`config.mk`:
```
export PLATFORM = sky130hd
export DESIGN_NAME = xpt_chain_prog
export DESIGN_NICKNAME = d
export VERILOG_FILES = /design/src/rtl/xpt_prog_pkg.sv /design/src/rtl/xpt_pwr_seq.sv /design/src/rtl/xpt_bit_seq.sv /design/src/rtl/xpt_frame_mux.sv /design/src/rtl/xpt_chain_prog.sv
export SDC_FILE = /design/constraint.sdc
export NUM_CORES = 1
export LEC_CHECK = 0
export ABC_AREA = 1
export CAP_MARGIN = 5
export CORE_MARGIN = 2
export CORE_UTILIZATION = 45
export CTS_CLUSTER_DIAMETER = 30
export DETAILED_ROUTE_END_ITERATION = 8
export DONT_BUFFER_PORTS = 1
export PLACE_DENSITY_LB_ADDON = 0.15
export SLEW_MARGIN = 10
export SYNTH_ARGS = -nofsm -noshare
export SYNTH_HDL_FRONTEND = slang
export SYNTH_SLANG_ARGS = --single-unit
```
`constraint.sdc`:
```
create_clock -name clk -period 5.75 [get_ports clk]
set_input_delay 0.8625 -clock clk [delete_from_list [all_inputs] [get_ports clk]]
set_output_delay 0.8625 -clock clk [all_outputs]
set_load 0.02 [all_outputs]
```
`src/rtl/xpt_prog_pkg.sv`:
```
package xpt_prog_pkg;

  typedef enum logic [2:0] {
    ST_PWR,
    ST_IDLE,
    ST_SHIFT,
    ST_STROBE,
    ST_DONE
  } prog_state_t;

  // bits carried by the per-output groups of one frame
  function automatic int unsigned group_bits(int unsigned nout, int unsigned selw);
    return nout * (selw + 1);
  endfunction

  // full frame: clamp bit, output groups, zero padding
  function automatic int unsigned frame_bits(int unsigned nout, int unsigned selw,
                                             int unsigned pad);
    return 1 + group_bits(nout, selw) + pad;
  endfunction

  // counter width able to hold values 0..n-1
  function automatic int unsigned cnt_w(int unsigned n);
    return (n < 2) ? 1 : $clog2(n);
  endfunction

  // position of an address bit inside the packed source vector;
  // field position 1 is the MSB of the index
  function automatic int unsigned src_pos(int unsigned slot, int unsigned selw,
                                          int unsigned fpos);
    return slot * selw + (selw - fpos);
  endfunction

endpackage

```
`src/rtl/xpt_pwr_seq.sv`:
```
module xpt_pwr_seq #(
  parameter int unsigned RST_HOLD = 16
) (
  input  logic clk,
  input  logic rst_n,
  output logic pwr_ok
);
  import xpt_prog_pkg::*;

  localparam int unsigned CW = cnt_w(RST_HOLD + 1);

  logic [CW-1:0] hold_cnt;

  always_ff @(posedge clk or negedge rst_n) begin
    if (!rst_n) begin
      hold_cnt <= '0;
      pwr_ok   <= 1'b0;
    end else if (!pwr_ok) begin
      if (hold_cnt == CW'(RST_HOLD - 1)) pwr_ok <= 1'b1;
      else                               hold_cnt <= hold_cnt + CW'(1);
    end
  end

endmodule

```
`src/rtl/xpt_bit_seq.sv`:
```
module xpt_bit_seq #(
  parameter int unsigned NUM_DEV  = 2,
  parameter int unsigned NUM_OUT  = 16,
  parameter int unsigned SEL_W    = 5,
  parameter int unsigned PAD_BITS = 96,
  parameter int unsigned SCLK_DIV = 4,
  localparam int unsigned FRAME = xpt_prog_pkg::frame_bits(NUM_OUT, SEL_W, PAD_BITS),
  localparam int unsigned GRPB  = xpt_prog_pkg::group_bits(NUM_OUT, SEL_W),
  localparam int unsigned PH_W  = xpt_prog_pkg::cnt_w(SCLK_DIV),
  localparam int unsigned J_W   = xpt_prog_pkg::cnt_w(FRAME),
  localparam int unsigned G_W   = xpt_prog_pkg::cnt_w(NUM_OUT + 1),
  localparam int unsigned P_W   = xpt_prog_pkg::cnt_w(SEL_W + 1),
  localparam int unsigned DEV_W = xpt_prog_pkg::cnt_w(NUM_DEV)
) (
  input  logic             clk,
  input  logic             rst_n,
  input  logic             load,
  input  logic             run,
  output logic             sclk_hi,
  output logic             bit_tick,
  output logic             last_bit,
  output logic             is_clamp,
  output logic             in_grp,
  output logic [DEV_W-1:0] dev,
  output logic [G_W-1:0]   out_idx,
  output logic [P_W-1:0]   fpos
);

  localparam int unsigned HALF = SCLK_DIV / 2;

  logic [PH_W-1:0] ph;
  logic [J_W-1:0]  j;
  logic [G_W-1:0]  g;

  assign bit_tick = run && (ph == PH_W'(SCLK_DIV - 1));
  assign sclk_hi  = run && (ph >= PH_W'(HALF));
  assign last_bit = (dev == '0) && (j == J_W'(FRAME - 1));
  assign is_clamp = (j == '0);
  assign in_grp   = (j != '0) && (j <= J_W'(GRPB));
  assign out_idx  = G_W'(NUM_OUT - 1) - g;

  always_ff @(posedge clk or negedge rst_n) begin
    if (!rst_n) begin
      ph   <= '0;
      j    <= '0;
      g    <= '0;
      fpos <= '0;
      dev  <= '0;
    end else if (load) begin
      ph   <= '0;
      j    <= '0;
      g    <= '0;
      fpos <= '0;
      dev  <= DEV_W'(NUM_DEV - 1);
    end else if (run) begin
      if (!bit_tick) begin
        ph <= ph + PH_W'(1);
      end else begin
        ph <= '0;
        if (!last_bit) begin
          if (j == J_W'(FRAME - 1)) begin
            j    <= '0;
            g    <= '0;
            fpos <= '0;
            dev  <= dev - DEV_W'(1);
          end else begin
            j <= j + J_W'(1);
            if (in_grp) begin
              if (fpos == P_W'(SEL_W)) begin
                fpos <= '0;
                g    <= g + G_W'(1);
              end else begin
                fpos <= fpos + P_W'(1);
              end
            end
          end
        end
      end
    end
  end

endmodule

```
`src/rtl/xpt_frame_mux.sv`:
```
module xpt_frame_mux #(
  parameter int unsigned NUM_DEV = 2,
  parameter int unsigned NUM_OUT = 16,
  parameter int unsigned SEL_W   = 5,
  parameter int unsigned DEV_W   = 1,
  parameter int unsigned G_W     = 5,
  parameter int unsigned P_W     = 3
) (
  input  logic [NUM_DEV*NUM_OUT*SEL_W-1:0] src_q,
  input  logic [NUM_DEV*NUM_OUT-1:0]       en_q,
  input  logic [NUM_DEV-1:0]               clamp_q,
  input  logic [DEV_W-1:0]                 dev,
  input  logic [G_W-1:0]                   out_idx,
  input  logic [P_W-1:0]                   fpos,
  input  logic                             is_clamp,
  input  logic                             in_grp,
  output logic                             bit_o
);
  import xpt_prog_pkg::*;

  int unsigned slot;

  always_comb begin
    slot  = int'(dev) * NUM_OUT + int'(out_idx);
    bit_o = 1'b0;
    if (is_clamp) begin
      bit_o = clamp_q[dev];
    end else if (in_grp) begin
      if (fpos == '0) bit_o = en_q[slot];
      else            bit_o = src_q[src_pos(slot, SEL_W, int'(fpos))];
    end
  end

endmodule

```
`src/rtl/xpt_chain_prog.sv`:
```
module xpt_chain_prog #(
  parameter int unsigned NUM_DEV    = 2,
  parameter int unsigned NUM_OUT    = 16,
  parameter int unsigned SEL_W      = 5,
  parameter int unsigned PAD_BITS   = 96,
  parameter int unsigned SCLK_DIV   = 4,
  parameter int unsigned STROBE_CYC = 2,
  parameter int unsigned RST_HOLD   = 16
) (
  input  logic                             clk,
  input  logic                             rst_n,
  input  logic                             start,
  input  logic [NUM_DEV*NUM_OUT*SEL_W-1:0] cfg_src,
  input  logic [NUM_DEV*NUM_OUT-1:0]       cfg_en,
  input  logic [NUM_DEV-1:0]               cfg_clamp,
  output logic                             busy,
  output logic                             done,
  output logic                             dev_rst_n,
  output logic                             cs_n,
  output logic                             sclk,
  output logic                             sdata,
  output logic                             upd_n
);
  import xpt_prog_pkg::*;

  localparam int unsigned FRAME      = frame_bits(NUM_OUT, SEL_W, PAD_BITS);
  localparam int unsigned TOTAL_BITS = FRAME * NUM_DEV;
  localparam int unsigned G_W        = cnt_w(NUM_OUT + 1);
  localparam int unsigned P_W        = cnt_w(SEL_W + 1);
  localparam int unsigned DEV_W      = cnt_w(NUM_DEV);
  localparam int unsigned SC_W       = cnt_w(STROBE_CYC);

  prog_state_t state;
  logic [SC_W-1:0] str_cnt;
  logic [NUM_DEV*NUM_OUT*SEL_W-1:0] src_q;
  logic [NUM_DEV*NUM_OUT-1:0]       en_q;
  logic [NUM_DEV-1:0]               clamp_q;

  // named internal events
  logic pwr_ok, load, run, shift_end, strobe_last;
  logic sclk_hi, bit_tick, last_bit, is_clamp, in_grp, frame_bit;
  logic [DEV_W-1:0] dev;
  logic [G_W-1:0]   out_idx;
  logic [P_W-1:0]   fpos;

  assign load        = (state == ST_IDLE) && start;
  assign run         = (state == ST_SHIFT);
  assign shift_end   = bit_tick && last_bit;
  assign strobe_last = (state == ST_STROBE) && (str_cnt == '0);

  xpt_pwr_seq #(.RST_HOLD(RST_HOLD)) u_pwr (
    .clk(clk), .rst_n(rst_n), .pwr_ok(pwr_ok)
  );

  xpt_bit_seq #(
    .NUM_DEV(NUM_DEV), .NUM_OUT(NUM_OUT), .SEL_W(SEL_W),
    .PAD_BITS(PAD_BITS), .SCLK_DIV(SCLK_DIV)
  ) u_seq (
    .clk(clk), .rst_n(rst_n), .load(load), .run(run),
    .sclk_hi(sclk_hi), .bit_tick(bit_tick), .last_bit(last_bit),
    .is_clamp(is_clamp), .in_grp(in_grp), .dev(dev),
    .out_idx(out_idx), .fpos(fpos)
  );

  xpt_frame_mux #(
    .NUM_DEV(NUM_DEV), .NUM_OUT(NUM_OUT), .SEL_W(SEL_W),
    .DEV_W(DEV_W), .G_W(G_W), .P_W(P_W)
  ) u_mux (
    .src_q(src_q), .en_q(en_q), .clamp_q(clamp_q), .dev(dev),
    .out_idx(out_idx), .fpos(fpos), .is_clamp(is_clamp),
    .in_grp(in_grp), .bit_o(frame_bit)
  );

  always_ff @(posedge clk or negedge rst_n) begin
    if (!rst_n) begin
      state   <= ST_PWR;
      str_cnt <= '0;
      src_q   <= '0;
      en_q    <= '0;
      clamp_q <= '0;
    end else begin
      unique case (state)
        ST_PWR:    if (pwr_ok) state <= ST_IDLE;
        ST_IDLE:   if (start) begin
                     state   <= ST_SHIFT;
                     src_q   <= cfg_src;
                     en_q    <= cfg_en;
                     clamp_q <= cfg_clamp;
                   end
        ST_SHIFT:  if (shift_end) begin
                     state   <= ST_STROBE;
                     str_cnt <= SC_W'(STROBE_CYC - 1);
                   end
        ST_STROBE: if (strobe_last) state <= ST_DONE;
                   else             str_cnt <= str_cnt - SC_W'(1);
        ST_DONE:   state <= ST_IDLE;
        default:   state <= ST_PWR;
      endcase
    end
  end

  assign busy      = (state != ST_IDLE);
  assign done      = (state == ST_DONE);
  assign dev_rst_n = pwr_ok;
  assign cs_n      = !(run || (state == ST_STROBE));
  assign upd_n     = (state != ST_STROBE);
  assign sclk      = sclk_hi;
  assign sdata     = run && frame_bit;

endmodule

```
[Word level (Yosys, flattened, before mapping)]
Index checks and enable logic that the tools add are counted.
Operators by class
  $add $sub $neg: 11
  multiply operators: 1
  order comparisons: 5
  eq/ne operators: 16
  muxes and demuxes: 46
  bitwise operators: 4
  reduce and logical (&&, ||, !) cells: 28
Operators by type and width (count)
  $mux W8: 5
  $mux W5: 7
  $mux W3: 11
  $add A32 B32 Y32: 1
  $lt A32 B6 Y1 const B: 1
  $lt A32 B9 Y1 const B: 1
  $mul A32 B3 Y32 const B: 1
  $mux W1: 16
  $pmux W3 S5: 1
  $reduce_and A4 Y1: 3
  $add A5 B1 Y5 const B: 2
  $add A8 B1 Y8 const B: 1
  $bmux W1 S8: 1
  $eq A8 B8 Y1 const B: 1
  $le A8 B7 Y1 const B: 1
  $logic_and A1 B1 Y1: 8
  $logic_not A8 Y1: 1
  $ne A2 B2 Y1 const B: 4
  $reduce_bool A2 Y1: 4
  $reduce_bool A8 Y1: 1
  $add A5 B5 Y6: 1
  $eq A3 B2 Y1 const B: 2
  $eq A3 B3 Y1 const B: 2
  $logic_not A3 Y1: 2
  other kinds (23): 33
Word-level totals
  register bits: 223
  input bits: 197
  word-level logic and storage cells: 123

[Logic depth before layout (Yosys ltp)]
  word-level depth: 10
  mapped depth: 20

[Hierarchy]
A second synthesis with hierarchy kept.
Second synthesis, totals
  cell total of the unflattened synthesis: 1616
  area, all modules: 11796.3 um^2
By module, submodules not included
  xpt_chain_prog: instances 1, cells an instance 858, area each 7534.7 um^2, sequential area each 4954.8 um^2
  xpt_frame_mux: instances 1, cells an instance 554, area each 2577.5 um^2, sequential area each 0.0 um^2
  xpt_bit_seq: instances 1, cells an instance 172, area each 1377.6 um^2, sequential area each 475.5 um^2
  xpt_pwr_seq: instances 1, cells an instance 32, area each 306.5 um^2, sequential area each 150.1 um^2

[Worst setup path after synthesis]
OpenSTA, ideal clock, no wires.
  path kind: register to output
  from: register u_seq.g[0]
  to: output port sdata
  arrival: 3.253 ns
  data required time: 4.888 ns
  setup slack: 1.634 ns
  stages on the path, launching flop included: 19
  buffers on the path: 3
  cells stage by stage: dfrtp_1 buf_4 clkinv_1 buf_4 ha_1 ha_1 inv_1 fa_1 clkbuf_1 nand3_1 nand3_1 nand3_1 nand3_1 nand3_1 nand2_1 nand2_1 nand2_1 nand2_1 a21oi_1
Between the ends
  longest elaborated chain between the ends: 10
  elaborated cells between the ends (all ways): 12
  classes of those cells: add/sub: 3; mul: 1; mux: 7; reduce/logical: 1
RTL lines
  start: declaration: RTL line xpt_bit_seq.sv:33  | logic [G_W-1:0] g;
  start signal: assignment: RTL line xpt_bit_seq.sv:71  | g <= g + G_W'(1);
  $sub A4 B5 Y5 (*): RTL line xpt_bit_seq.sv:40  | assign out_idx = G_W'(NUM_OUT - 1) - g;
  $add A5 B5 Y6 (*): RTL line xpt_frame_mux.sv:24  | slot = int'(dev) * NUM_OUT + int'(out_idx);
  $mul A32 B3 Y32: RTL line xpt_prog_pkg.sv:31  | return slot * selw + (selw - fpos);
  $add A32 B32 Y32: RTL line xpt_prog_pkg.sv:31
  $bmux W1 S8: RTL line xpt_frame_mux.sv:30  | else bit_o = src_q[src_pos(slot, SEL_W, int'(fpos))];
  $mux W1 (implied by the code): RTL line xpt_frame_mux.sv:30
  $mux W1 (*): RTL line xpt_frame_mux.sv:29  | if (fpos == '0) bit_o = en_q[slot];
  $mux W1 (*): RTL line xpt_frame_mux.sv:28  | end else if (in_grp) begin
  $mux W1 (*): RTL line xpt_frame_mux.sv:26  | if (is_clamp) begin
  $logic_and A1 B1 Y1 (*): RTL line xpt_chain_prog.sv:108  | assign sdata = run && frame_bit;
  end: declaration: RTL line xpt_chain_prog.sv:21  | output logic sdata,
Mark *: on every way between the ends. The rest lies on a longest branch, timed or not. The select of a mux whose other input is x is not followed.

[Worst setup path in the final report]
  from: register u_seq.g[1]
  to: output port sdata
The elaborated chain is that of the path after synthesis.

==> qor.csv <==
stage,metric,value,unit
status,status,finished clean,
global_routing,number of antenna violations at the first check in global routing,1,
die,die height,162,um
clocking,clk_lat worst skew,0.53,ns
clocking,CTS tree,done,
die,Core ar.,24500,um^2
global_routing,grt ovf,0,
yosys,Mapped Cells,1496,
worst_setup_path,"Req. time, crit path",4.89,ns
sta,Slew headroom,0.297,
yosys,Post-synth EDFFs,0,
routing,WL/cell,16.4,um
global_routing,vias in the first global route,9002,
yosys,syn_nets,1723,
routing,final WL,30200,um
clocking,TritonCTS Buffers,51,
yosys,Synth Area in Simple Gates,0.377,
layout,share of layout cells above drive strength 1,0.0850,
yosys,xor/xnor share of the synthesized area,0.00853,
global_routing,Total GRT Usage,0.230,
place,GPL Wtd Cong,0.809,
place,HPWL Detailed,19600,um
worst_setup_path,Worst setup SP type,flop,
place,Port Buf Inserts,0,
yosys,Post-Synth Adder-Cell Area,0.0366,
sta,final hold slack,0.0317,ns
worst_setup_path,CP arrival,4.49,ns
sta,Sum Neg Setup Slack,0,ns
yosys,mux contribution to synthesized area,0,
clocking,hold-fix buffers at CTS,0,
routing,number of remaining DRC errors,0,
layout,"commonest non-fill, non-tap cells in the layout","nand2_1 (817), dfrtp_1 (223), nand3_1 (173)",
layout,Layout Nets,1706,
worst_hold_path,Min-Delay Path Class,in2async,
clocking,Sink Count,223,
die,num ports,204,
yosys,commonest register cell after synthesis,dfrtp_1,
die,die width,162,um
yosys,Synth cell types,41,
sta,Max Freq,187,MHz
layout,Area Overhead vs Synth,17.7,%
worst_setup_path,WS Path Type,reg2out,
layout,"commonest non-fill, non-tap cell in the layout",nand2_1,
layout,number of diodes,0,
routing,Final ANT Viol Nets,0,
die,die area,26400,um^2
routing,Detailed Routing Iterations Pass 1,5,
yosys,Netlist Area Pre-Place,11300,um^2
global_routing,first-pass GRT wire length,48000,um
die,FP Rows,57,
sta,minimum clock period,5.35,ns
sta,"Hold Violations, Final",0,
routing,vias per std cell,5.11,
yosys,asr flop ratio synth,1.00,
worst_setup_path,crit-path max FO,13,
yosys,"Seq/Total Area, Yosys",0.494,
sta,Worst Tran Pin Value,1.05,ns
sta,Max Slew Vio Count,0,
die,initial core utilization,0.462,
routing,vias,9421,
flow_run,number of max-cap violations,0,
yosys,average cell area after synthesis,7.55,um^2
yosys,largest family of logic cells by synthesized area,simple AND/OR/NAND/NOR gates,
clocking,Clock Root Buffer,clkbuf_16,
layout,final instance area,13300,um^2
yosys,YS warnings,0,
sta,Clock Skew,0.0122,ns
sta,fin crit share,0.931,
clocking,Max Root-Sink Buffers,3,
sta,RSZ-0062 raised after global routing,false,
yosys,post-synthesis compound-gate area fraction,0.0282,
sta,final setup violating endpoints,0,
clocking,Post CTS Setup Buffer Count,0,
global_routing,pin count of the biggest net entering global routing,224,
worst_setup_path,CP endpoint kind,output pin,
routing,Iteration-0 DRC Markers,807,
place,dpl cell area,11400,um^2
clocking,CTS H-tree lvls,2,
yosys,synthesized flop and latch total,223,
clocking,clock slew at reported path FFs,0.04,ns
[metal layers]
metal / vias to the layer above / GRT usage / share of wire
met3: 53 / 0.0514 / 0.076
met4: 2 / 0.0756 / 0.022
met5: - / 0 / 0.00033
met2: 309 / 0.328 / 0.42
li1: 4678 / - / -
met1: 4379 / 0.346 / 0.48
[worst max-delay path, cell delays in order, from the launching register on]
cell	delay, ns
dfrtp_1	0.46
inv_1	0.38
ha_1	0.34
fa_1	0.49
ha_1	0.42
xnor2_4	0.42
clkinvlp_4	0.33
nand3_1	0.18
nand3_1	0.08
nand3_1	0.07
nand3_1	0.07
nand2_1	0.08
nand2_1	0.05
nand2_1	0.07
nand2_1	0.06
a21oi_1	0.45
[final timing paths]
kind | end | slack, ns | cells after the start | from
max | sdata | 0.40 | 15 | u_seq.g[1]
min | src_q[87] | 0.03 | 0 | rst_n
max reg2reg | src_q[118] | 2.89 | 8 | state[0]
min reg2reg | src_q[4] | 0.46 | 2 | src_q[4]
max in group asynchronous | src_q[154] | 5.23 | 0 | rst_n
min in group clk | src_q[27] | 0.44 | 2 | cfg_src[27]
[metrics by stage]
stage / instances / utilization / worst slack [ns]
2_1_floorplan: 1496 / - / 1.63
3_3_place_gp: 1750 / 0.466 / 0.797
3_5_place_dp: 1750 / 0.466 / 0.654
4_1_cts: 1842 / 0.543 / 0.0820
5_1_grt: 1842 / 0.543 / 0.0197
6_report: 1842 / 0.543 / 0.395
[cells in the mapped netlist, types with 2 or more instances]
| master | n | area (um^2) |
|---|---|---|
| nand2_4 | 5 | 56.3 |
| nor4_1 | 2 | 12.5 |
| xnor2_1 | 3 | 26.3 |
| fa_1 | 5 | 100 |
| o21a_1 | 3 | 22.5 |
| nand4_1 | 3 | 18.8 |
| nor2_2 | 2 | 12.5 |
| buf_4 | 4 | 30.0 |
| nand2_1 | 817 | 3070 |
| nand3_1 | 173 | 866 |
| o21ai_0 | 11 | 55.1 |
| nand3b_1 | 2 | 15.0 |
| nor2_4 | 2 | 22.5 |
| nor2_1 | 21 | 78.8 |
| a221oi_1 | 2 | 17.5 |
| a22oi_1 | 2 | 15.0 |
| xor2_1 | 8 | 70.1 |
| a32o_1 | 4 | 40.0 |
| a211oi_1 | 3 | 22.5 |
| inv_1 | 49 | 184 |
| nand2_2 | 4 | 25.0 |
| clkbuf_1 | 40 | 150 |
| buf_1 | 2 | 7.51 |
| ha_1 | 25 | 313 |
| o22ai_1 | 2 | 12.5 |
| buf_2 | 27 | 135 |
| a21oi_1 | 20 | 100 |
| a31oi_1 | 2 | 12.5 |
| buf_6 | 7 | 78.8 |
| inv_2 | 8 | 30.0 |
| dfrtp_1 | 223 | 5580 |
| nor3_1 | 5 | 25.0 |
| clkinv_1 | 2 | 7.51 |
[sequential cells by signal, summed over array words and instances (netlist names), 2 cells and up]
signal          cells
u_seq.g             5
u_seq.ph            2
en_q               32
u_pwr.hold_cnt      5
u_seq.fpos          3
u_seq.j             8
src_q             160
clamp_q             2
state               3
[kinds of logic after synthesis]
family,after synthesis
compound gates,52
xor+xnor,11
fa+ha+maj,30
buf+inv,139
flops,223
simple gates,1041
[area by class of cell]
cell class / count / area (um^2)
Sequential cell: 223 / 5580
Fill cell: 2357 / 11200
Clock buffer: 59 / 1350
Clock inverter: 33 / 527
Timing Repair Buffer: 10 / 75.1
Tap cell: 324 / 405
Multi-Input combinational cell: 1134 / 5120
Inverter: 59 / 230
[timing repair]
| item | 4_1_cts | 5_1_grt |
|---|---|---|
| endpoints found under the setup margin | 0 | 1 |
| endpoints found under the hold margin | 0 | 0 |
| resized for setup | 0 | 2 |
Power is not shown: default switching activity piles up to over one toggle a cycle in this logic, so the estimate is an artifact.
